**src/rtl/flt_pkg.sv**
```systemverilog
package flt_pkg;

    // Default sizing: 1.9 us minimum pulse at a 10 MHz control clock.
    localparam int unsigned RAILS_DEF   = 4;
    localparam int unsigned PULSE_DEF   = 19;
    localparam int unsigned OVREL_DEF   = 8;
    localparam int unsigned SYNC_STAGES = 2;

    // Bits needed to hold a count from 0 up to and including v.
    function automatic int unsigned cnt_bits(input int unsigned v);
        return (v < 1) ? 1 : $clog2(v + 1);
    endfunction

    // Overvoltage output state.
    typedef enum logic [1:0] {
        OVS_IDLE   = 2'd0,
        OVS_ACTIVE = 2'd1,
        OVS_DRAIN  = 2'd2
    } ov_state_e;

    // Fault filter datapath: synchroniser and self-mask history.
    typedef struct packed {
        logic [SYNC_STAGES-1:0] sync;
        logic [SYNC_STAGES-1:0] own;
    } flt_hist_t;

endpackage

```
**src/rtl/flt_fault_drive.sv**
```systemverilog
module flt_fault_drive
    import flt_pkg::*;
#(
    parameter int unsigned N_RAILS   = RAILS_DEF,
    parameter int unsigned PULSE_CYC = PULSE_DEF
) (
    input  logic               clk,
    input  logic               rst,
    input  logic [N_RAILS-1:0] rail_good,
    input  logic               enable_ok,
    input  logic               shdn_n,
    output logic               pull_o
);
    localparam int unsigned CW = cnt_bits(PULSE_CYC);

    logic [N_RAILS-1:0] good_q;
    logic [N_RAILS-1:0] rail_drop;
    logic [CW-1:0]      width_cnt;
    logic               armed;
    logic               trigger;

    // One falling-edge detector per rail.
    for (genvar g = 0; g < N_RAILS; g++) begin : g_drop
        assign rail_drop[g] = good_q[g] & ~rail_good[g];
    end

    assign armed   = enable_ok & shdn_n;
    assign trigger = armed & (|rail_drop);

    always_ff @(posedge clk) begin
        if (rst) begin
            good_q    <= '0;
            width_cnt <= '0;
        end else begin
            good_q <= rail_good;
            if (trigger) begin
                width_cnt <= CW'(PULSE_CYC);
            end else if (width_cnt != '0) begin
                width_cnt <= width_cnt - 1'b1;
            end
        end
    end

    assign pull_o = (width_cnt != '0);

endmodule

```
**src/rtl/flt_fault_filter.sv**
```systemverilog
module flt_fault_filter
    import flt_pkg::*;
#(
    parameter int unsigned PULSE_CYC = PULSE_DEF
) (
    input  logic clk,
    input  logic rst,
    input  logic line_i,
    input  logic own_pull,
    output logic ext_o
);
    localparam int unsigned CW = cnt_bits(PULSE_CYC);

    flt_hist_t     hist;
    logic [CW-1:0] low_cnt;
    logic          line_s;
    logic          masked;

    assign line_s = hist.sync[SYNC_STAGES-1];
    // Own pull plus a tail as long as the synchroniser delay.
    assign masked = own_pull | (|hist.own);

    always_ff @(posedge clk) begin
        if (rst) begin
            hist.sync <= '1;
            hist.own  <= '0;
            low_cnt   <= '0;
        end else begin
            hist.sync <= {hist.sync[SYNC_STAGES-2:0], line_i};
            hist.own  <= {hist.own[SYNC_STAGES-2:0], own_pull};
            if (masked || line_s) begin
                low_cnt <= '0;
            end else if (low_cnt != CW'(PULSE_CYC)) begin
                low_cnt <= low_cnt + 1'b1;
            end
        end
    end

    assign ext_o = (low_cnt == CW'(PULSE_CYC));

endmodule

```
**src/rtl/flt_ov_flag.sv**
```systemverilog
module flt_ov_flag
    import flt_pkg::*;
#(
    parameter int unsigned N_RAILS    = RAILS_DEF,
    parameter int unsigned OV_REL_CYC = OVREL_DEF
) (
    input  logic               clk,
    input  logic               rst,
    input  logic [N_RAILS-1:0] rail_ov,
    output logic               ov_n_o
);
    localparam int unsigned RW = cnt_bits(OV_REL_CYC);

    ov_state_e     state;
    logic [RW-1:0] clr_cnt;
    logic          any_ov;

    assign any_ov = |rail_ov;

    always_ff @(posedge clk) begin
        if (rst) begin
            state   <= OVS_IDLE;
            clr_cnt <= '0;
        end else if (any_ov) begin
            state   <= OVS_ACTIVE;
            clr_cnt <= '0;
        end else begin
            unique case (state)
                OVS_ACTIVE: begin
                    if (OV_REL_CYC <= 1) begin
                        state <= OVS_IDLE;
                    end else begin
                        state   <= OVS_DRAIN;
                        clr_cnt <= RW'(1);
                    end
                end
                OVS_DRAIN: begin
                    if (clr_cnt >= RW'(OV_REL_CYC - 1)) begin
                        state <= OVS_IDLE;
                    end else begin
                        clr_cnt <= clr_cnt + 1'b1;
                    end
                end
                default: state <= OVS_IDLE;
            endcase
        end
    end

    assign ov_n_o = (state == OVS_IDLE);

endmodule

```
**src/rtl/flt_ovp_ctl.sv**
```systemverilog
module flt_ovp_ctl
    import flt_pkg::*;
#(
    parameter int unsigned N_RAILS    = RAILS_DEF,
    parameter int unsigned PULSE_CYC  = PULSE_DEF,
    parameter int unsigned OV_REL_CYC = OVREL_DEF
) (
    input  logic               clk,
    input  logic               rst,
    input  logic [N_RAILS-1:0] rail_good,
    input  logic [N_RAILS-1:0] rail_ov,
    input  logic               enable_ok,
    input  logic               shdn_n,
    input  logic               fault_line_i,
    output logic               fault_pull_o,
    output logic               ext_fault_o,
    output logic               ov_n_o
);
    logic pull_int;

    flt_fault_drive #(
        .N_RAILS   (N_RAILS),
        .PULSE_CYC (PULSE_CYC)
    ) u_drive (
        .clk       (clk),
        .rst       (rst),
        .rail_good (rail_good),
        .enable_ok (enable_ok),
        .shdn_n    (shdn_n),
        .pull_o    (pull_int)
    );

    flt_fault_filter #(
        .PULSE_CYC (PULSE_CYC)
    ) u_filter (
        .clk      (clk),
        .rst      (rst),
        .line_i   (fault_line_i),
        .own_pull (pull_int),
        .ext_o    (ext_fault_o)
    );

    flt_ov_flag #(
        .N_RAILS    (N_RAILS),
        .OV_REL_CYC (OV_REL_CYC)
    ) u_ov (
        .clk     (clk),
        .rst     (rst),
        .rail_ov (rail_ov),
        .ov_n_o  (ov_n_o)
    );

    assign fault_pull_o = pull_int;

endmodule

```
**config.mk**
```make
export PLATFORM = sky130hd
export DESIGN_NAME = flt_ovp_ctl
export DESIGN_NICKNAME = d
export VERILOG_FILES = /design/src/rtl/flt_pkg.sv /design/src/rtl/flt_fault_drive.sv /design/src/rtl/flt_fault_filter.sv /design/src/rtl/flt_ov_flag.sv /design/src/rtl/flt_ovp_ctl.sv
export SDC_FILE = /design/constraint.sdc
export NUM_CORES = 1
export LEC_CHECK = 0
export ABC_AREA = 1
export BUFFER_PORTS_ARGS = -buffer_cell sky130_fd_sc_hd__buf_2
export CAP_MARGIN = 20
export CORE_MARGIN = 4
export CORE_UTILIZATION = 40
export DETAILED_ROUTE_END_ITERATION = 8
export GPL_TIMING_DRIVEN = 0
export PLACE_DENSITY = 0.57
export SETUP_SLACK_MARGIN = 0.2
export SLEW_MARGIN = 10
export SYNTH_ARGS = -nofsm -noshare
export SYNTH_HDL_FRONTEND = slang
export SYNTH_SLANG_ARGS = --single-unit
```
**constraint.sdc**
```tcl
create_clock -name clk -period 1.51 [get_ports clk]
set_clock_uncertainty 0.05 [all_clocks]
set_input_delay 0.453 -clock clk [delete_from_list [all_inputs] [get_ports clk]]
set_output_delay 0.453 -clock clk [all_outputs]
set_load 0.05 [all_outputs]
```
## After elaboration in Yosys (flattened, before gate mapping)

Cells that the tools add are included.

| word-level totals | value |
|---|---|
| register bits | 24 |

| cells by class | value |
|---|---|
| add/sub/neg operators | 3 |
| reduce and logical (&&, ||, !) cells | 12 |
| $lt $le $gt $ge | 1 |
| equality and inequality tests | 7 |
| mux-type cells | 7 |
| bitwise operators | 11 |

Operators with widths:

| kind | number |
|---|---|
| $mux W5 | 2 |
| $pmux W4 S2 | 1 |
| $reduce_or A4 Y1 | 2 |
| $and A1 B1 Y1 | 6 |
| $reduce_or A2 Y1 | 3 |
| $add A5 B1 Y5 const B | 1 |
| $eq A5 B5 Y1 const B | 1 |
| $ne A5 B5 Y1 const B | 1 |
| $reduce_bool A5 Y1 | 1 |
| $reduce_or A5 Y1 | 1 |
| $sub A5 B1 Y5 const B | 1 |
| $add A4 B1 Y4 const B | 1 |
| $ge A4 B3 Y1 const B | 1 |
| $mux W4 | 1 |
| $not A1 Y1 | 4 |
| $pmux W2 S2 | 1 |
| $reduce_bool A2 Y1 | 2 |
| $ne A3 B1 Y1 const B | 1 |
| $eq A2 B1 Y1 const B | 1 |
| $eq A2 B2 Y1 const B | 1 |
| $logic_not A2 Y1 | 1 |
| $mux W2 | 1 |
| $ne A2 B1 Y1 const B | 1 |
| $ne A2 B2 Y1 const B | 1 |
| 4 further kinds | 4 |

## Logic depth before layout (Yosys ltp)

Gate-level depths: netlist of run 1.

| depth | value |
|---|---|
| depth after elaboration | 5 |
| gate-level depth with buffers | 8 |
| depth with buffers taken out | 8 |

## Hierarchy

A second synthesis of run 1 with hierarchy kept.

| second synthesis, totals | value |
|---|---|
| cell total of the unflattened synthesis | 152 |
| area total of the unflattened synthesis | 1,096.1 um^2 |

Modules (own cells, without submodules):

| module | sequential area each (um^2) | times used | area each (um^2) | cells each |
|---|---|---|---|---|
| flt_fault_drive | 180.2 | 1 | 397.9 | 53 |
| flt_fault_filter | 180.2 | 1 | 390.4 | 54 |
| flt_ov_flag | 120.1 | 1 | 307.8 | 45 |

## Worst setup path after synthesis of run 1

OpenSTA, ideal clock, no wires.

| timing path | value |
|---|---|
| kind | reg-to-output |
| start | register u_ov.state[0] |
| end | output ov_n_o |
| path slack | 56 ps |
| data arrival time | 951 ps |
| stages on the path, launching flop included | 2 |
| data required time | 1,007 ps |
| cell sequence | dfxtp_1 nor2_1 |

| on the way | value |
|---|---|
| longest elaborated chain between the ends | 1 |

RTL lines:

| element | RTL line | text |
|---|---|---|
| from (decl) | flt_ov_flag.sv:14 | `ov_state_e state;` |
| from (signal assigned) | flt_ov_flag.sv:22 | `state <= OVS_IDLE;` |
| from (signal assigned) | flt_ov_flag.sv:25 | `state <= OVS_ACTIVE;` |
| from (signal assigned) | flt_ov_flag.sv:31 | `state <= OVS_IDLE;` |
| $logic_not A2 Y1 | flt_ov_flag.sv:49 | `assign ov_n_o = (state == OVS_IDLE);` |
| to (decl) | flt_ovp_ctl.sv:17 | `output logic ov_n_o` |

No other way between the ends.

## Worst setup path after layout of run 1

| timing path | value |
|---|---|
| start | register u_filter.low_cnt[1] |
| end | output ext_fault_o |

| on the way | value |
|---|---|
| longest elaborated chain between the ends | 1 |

RTL lines:

| element | RTL line | text |
|---|---|---|
| from (decl) | flt_fault_filter.sv:15 | `logic [CW-1:0] low_cnt;` |
| from (signal assigned) | flt_fault_filter.sv:34 | `low_cnt <= low_cnt + 1'b1;` |
| $eq A5 B5 Y1 | flt_fault_filter.sv:39 | `assign ext_o = (low_cnt == CW'(PULSE_CYC));` |
| to (decl) | flt_ovp_ctl.sv:16 | `output logic ext_fault_o,` |

No other way between the ends.

==> results of run 1 <==
## registers in the layout, indices dropped and copies added, names as in the netlist
signal / flops
u_drive.good_q: 4
u_ov.clr_cnt: 4
u_filter.low_cnt: 5
u_filter.hist: 4
u_drive.width_cnt: 5
u_ov.state: 2
## where the power goes
part / internal, mW / switching [mW]
clock: 0.147 / 0.190
combinational: 0.463 / 0.467
sequential: 0.723 / 0.0645
## cell type report
type                    instances  area [sq um]  share of cell area
inverters                      18          80.1              0.0573
multi-input cells              84           534               0.382
plain buffers                   1          3.75             0.00269
flip-flops and latches         24           492               0.352
clock buffers                   4          36.3              0.0260
repair buffers                 29           214               0.153
well taps                      30          37.5              0.0269
## worst max-delay path by stage
stage	startpoint	to	cells past startpoint
6_report	u_filter.low_cnt[1]	ext_fault_o	4
5_1_grt	u_filter.low_cnt[1]	ext_fault_o	4
4_1_cts	u_filter.low_cnt[0]	ext_fault_o	4
3_5_place_dp	u_filter.low_cnt[1]	ext_fault_o	4
3_3_place_gp	u_filter.low_cnt[0]	ext_fault_o	4
2_1_floorplan	u_drive.width_cnt[0]	fault_pull_o	3
## synth_stat cells, types with 2 or more instances
library cell	n
inv_2	2
nand3_1	5
inv_1	15
a21oi_1	5
ha_1	3
nor2_1	18
dfxtp_1	24
xnor2_1	3
or2_2	2
xor2_1	3
nor2_2	4
nor3_2	2
nand2_1	29
## metal layers
layer | vias to the layer above | track usage
met5 | - | 0
met4 | 0 | 0.0680
met3 | 2 | 0.0197
met2 | 10 | 0.191
met1 | 360 | 0.141
li1 | 457 | -
## through the flow
stage	cell area [sq um]	power (mW)	setup WS [ns]
2_1_floorplan	1060	1.30	0.207
3_3_place_gp	1180	1.39	-0.00825
3_5_place_dp	1180	1.40	-0.0155
4_1_cts	1340	1.98	-0.174
5_1_grt	1400	2.18	-0.188
6_report	1400	2.06	-0.127
## what timing repair did
action,in CTS,in global routing
pin swaps,3,5
cloned,0,0
gates resized for setup,18,9
endpoints found under the setup margin,3,12
buffers inserted,11,3
## cell families after synthesis
group	count (synthesis)
XOR/XNOR	6
AO/OA/AOI/OAI	8
AND/OR/NAND/NOR	67
buffers and inverters	19
adder cells (fa/ha/maj)	3
flip-flops	24
==> impl_metrics.toml, run 1 <==
[place]
hpwl_um = 1240
gp_congestion = 0.731
placed_cells = 172
port_buffers = 15

[critical_path]
path_class = "flip-flop to output port"
reg2regPathDepth = 10
crit_fanout = 2
r2r_end = "u_drive.width_cnt[0]"
critPathBufInv = 2
critPathLaunchType = "flip-flop"
path_cells = "ha_4 > nand3_4 > inv_8 > buf_8"
r2r_slack_ns = 0.23
arrival_ns = 1.13
cpMaxStageDelayCell = "dfxtp_2"
cp-end-kind = "output port"
required_ns = 1.01
crit_family = "flip-flops"
critPathMaxStageDelay_ns = 0.38
r2r_start = "u_drive.width_cnt[0]"

[clock_tree]
tritoncts = "yes"
holdBufCountCts = 0
clockBufferDepth = 2
clk_latency_ns = 0.31
cts_max_level = 1
cts.sinks = 24
clk_pin_slew_ns = 0.13
cts_made_buffers = 3
clockRootBuffer = "clkbuf_4"

[layout]
syn_to_final_growth_pct = 35.4
final_nets = 177
drive_gt1_frac = 0.431
layout_common_cells = "27 x nand2_1, 17 x dfxtp_1, 16 x nor2_1"
finish.utilization = 0.564
n_fill_cell = 238
final_cells = 190
num_antenna_cells = 0
layout_commonest_cell = "nand2_1"

[status]
outcome = "finished, violations left"
violations = "negative setup slack"

[sta]
hold_viol = 0
slew_headroom = 0.741
rsz0062_at_grt = "yes"
fin_crit_ns = 1.64
fin_ws_ns = -0.127
setup_tns_ns = -0.241
whs_ns = 0.260
max_freq_mhz = 611
drv_slew = 0
finalSetupViolCount = 2
tightest_slew_ns = 0.389
fin_crit_sh = 1.08

[logic_synthesis]
syn_inst = 127
synth_compound_area_frac = 0.0461
ys_ff_latch = 24
yosysTopAreaCellShare = 0.465
syn_area_sq_um = 1030
synth_flop_cell = "dfxtp_1"
synthDistinctLibCells = 25
synth.yosys.seq_area_share = 0.465
ys_warn_count = 0
syn_avg_cell_area_sq_um = 8.13
async_flop_share = 0
synth-simple-area-share = 0.327
yosys.area.top_type = "dfxtp_1"
synthMuxAreaShare = 0
synth_edf_count = 0
synth_nets = 143
synth_top_family_by_area = "simple AND/OR/NAND/NOR gates"
synth_xor_xnor_area_share = 0.0509
synthTopCellsByArea = "dfxtp_1 47%, nand2_1 11%, nor2_1 6.5%"
synthAdderAreaFrac = 0.0364

[power_and_ir_drop]
vdd_drop_max_v = 0.000793
p_leak_nw = 0.659
power_density_nw_per_um2 = 1470

[run]
drv_cap = 0

[min_path]
whs_endpoint = "u_filter.hist[2]"
min_from = "fault_line_i"
min_path_cells = 2
hold_class = "primary input to flip-flop"

[floorplan]
die_x_um = 58.8
die_h_um = 58.8
dieArea_sq_um = 3460
start_util = 0.417
rows = 18
io_pins = 16
core_sq_um = 2480

[grt]
grt_use_total = 0.116
antenna_found_initial = 0
grt_max_degree = 14
grt_pass1_vias = 787
grt_overflow = 0
grt_pass1_wl_um = 3080

[routing]
dr_wl_met2_um = 922
vias_per_cell = 4.36
wl_per_cell_um = 9.53
top_layer_used = "met4"
drtIter0Drc = 14
drtPass1Iterations = 4
vias = 829
dr_wl_met3_um = 53
antenna_left = 0
drc = 0
wl_um = 1810
met1_length_um = 818
(Power assumes the default switching activity.)
==> run 2: changes to the inputs <==
--- a/config.mk
+++ b/config.mk
@@ -18,3 +18,4 @@
 export SYNTH_ARGS = -nofsm -noshare
 export SYNTH_HDL_FRONTEND = slang
 export SYNTH_SLANG_ARGS = --single-unit
+export TNS_END_PERCENT = 30
==> constraint.sdc (replaced) <==
create_clock -name clk -period 1.9 [get_ports clk]
set_clock_uncertainty 0.05 [all_clocks]
set_input_delay 0.57 -clock clk [delete_from_list [all_inputs] [get_ports clk]]
set_output_delay 0.57 -clock clk [all_outputs]
set_load 0.05 [all_outputs]
==> impl_metrics.toml, run 2 (synthesis gave the netlist of run 1 again) <==
[critical_path]
path_cells = "ha_4 > nand3_4 > inv_2 > buf_8"
required_ns = 1.28
critPathLaunchType = "flip-flop"
reg2regPathDepth = 7
r2r_end = "u_filter.low_cnt[2]"
cp-end-kind = "output port"
crit_cells = 4
cpMaxStageDelayCell = "dfxtp_4"
r2r_start = "u_drive.width_cnt[0]"
critPathBufInv = 2
arrival_ns = 1.12
path_class = "flip-flop to output port"
crit_family = "flip-flops"
critPathMaxStageDelay_ns = 0.39
crit_fanout = 3
r2r_slack_ns = 0.68

[min_path]
min_path_cells = 1
whs_endpoint = "u_filter.hist[3]"
min_from = "u_filter.hist[2]"
hold_class = "flip-flop to flip-flop"

[clock_tree]
cts_max_level = 1
clk_latency_ns = 0.31
cts_made_buffers = 3
clockRootBuffer = "clkbuf_4"
cts.sinks = 24
tritoncts = "yes"
clk_pin_slew_ns = 0.12
clockBufferDepth = 2

[grt]
grt_use_total = 0.111
grt_pass1_vias = 754
antenna_found_initial = 0
grt_max_degree = 13
grt_overflow = 0
grt_pass1_wl_um = 2990

[place]
hpwl_um = 1270
place_ws_ns = 0.168
gp_congestion = 0.734
port_buffers = 15
placed_cells = 172

[sta]
setup_tns_ns = 0
slew_headroom = 0.730
max_freq_mhz = 574
finalSetupViolCount = 0
tightest_slew_ns = 0.406
hold_viol = 0
fin_ws_ns = 0.157
rsz0062_at_grt = "yes"
fin_crit_sh = 0.917
fin_crit_ns = 1.74
drv_slew = 0

[floorplan]
core_sq_um = 2480
die_x_um = 58.8
io_pins = 16
die_h_um = 58.8
rows = 18
dieArea_sq_um = 3460
start_util = 0.417

[power_and_ir_drop]
p_leak_nw = 0.592
vdd_drop_max_v = 0.000850
finalPower_mw = 1.44
power_density_nw_per_um2 = 1130

[routing]
wl_per_cell_um = 9.43
antenna_left = 0
drtPass1Iterations = 4
vias = 789
drtIter0Drc = 17
vias_per_cell = 4.36
drc = 0
wl_um = 1710

[layout]
finish.utilization = 0.515
layout_commonest_cell = "nand2_1"
layout_common_cells = "29 x nand2_1, 19 x dfxtp_1, 17 x nor2_1"
final_cells = 181
num_antenna_cells = 0
final_nets = 169
syn_to_final_growth_pct = 23.6
drive_gt1_frac = 0.351
reg_top3 = "u_drive.width_cnt (5), u_filter.low_cnt (5)"

[run]
drv_cap = 0

[status]
outcome = "complete, no violations"
[run 2: cell types whose count changed in the layout (fill, tap and decap cells not counted), moves of 2 or more]
cell,previous run,this run
dfxtp_2,6,4
dfxtp_1,17,19
nand2_2,3,1
nand2_1,27,29
buf_6,3,0
buf_4,12,6
[run 2: layout make-up]
type	count	area, sq um
Multi-Input combinational cell	84	510
Inverter	18	72.6
Tap cell	30	37.5
Clock buffer	3	22.5
Fill cell	253	1200
Sequential cell	24	489
Timing Repair Buffer	21	140
Buffer	1	3.75
[run 2: worst max-delay path by stage]
stage / from / to / slack, ns
6_report: u_filter.low_cnt[0] / ext_fault_o / 0.16
5_1_grt: u_filter.low_cnt[0] / ext_fault_o / 0.10
4_1_cts: u_filter.low_cnt[0] / ext_fault_o / 0.14
3_5_place_dp: u_filter.low_cnt[0] / ext_fault_o / 0.17
3_3_place_gp: u_filter.low_cnt[0] / ext_fault_o / 0.18
2_1_floorplan: u_ov.state[0] / ov_n_o / 0.33
[run 2: repair_timing]
item / in CTS / in global routing
pin swaps: 2 / 0
buffers inserted: 6 / 0
hold buffers: 0 / 0
resized for setup: 20 / 0
setup endpoints to repair: 2 / 2
[run 2: report_power, final]
group          internal (mW)  switching [mW]  leakage (nW)
clock network         0.0740           0.141        0.0138
logic                  0.272           0.323         0.379
registers              0.575          0.0551         0.199
[run 2: stage by stage]
step	hold WS, ns	instance area, sq um
6_report	0.377	1280
5_1_grt	0.395	1280
4_1_cts	0.377	1280
3_5_place_dp	0.352	1140
3_3_place_gp	0.342	1140
2_1_floorplan	0.339	1030
[run 2: layer usage]
layer / GRT usage / vias up / share of wire
met4: 0.0583 / 0 / 0.017
li1: - / 436 / -
met2: 0.170 / 18 / 0.43
met3: 0.0219 / 4 / 0.051
met5: 0 / - / 0
met1: 0.147 / 331 / 0.50
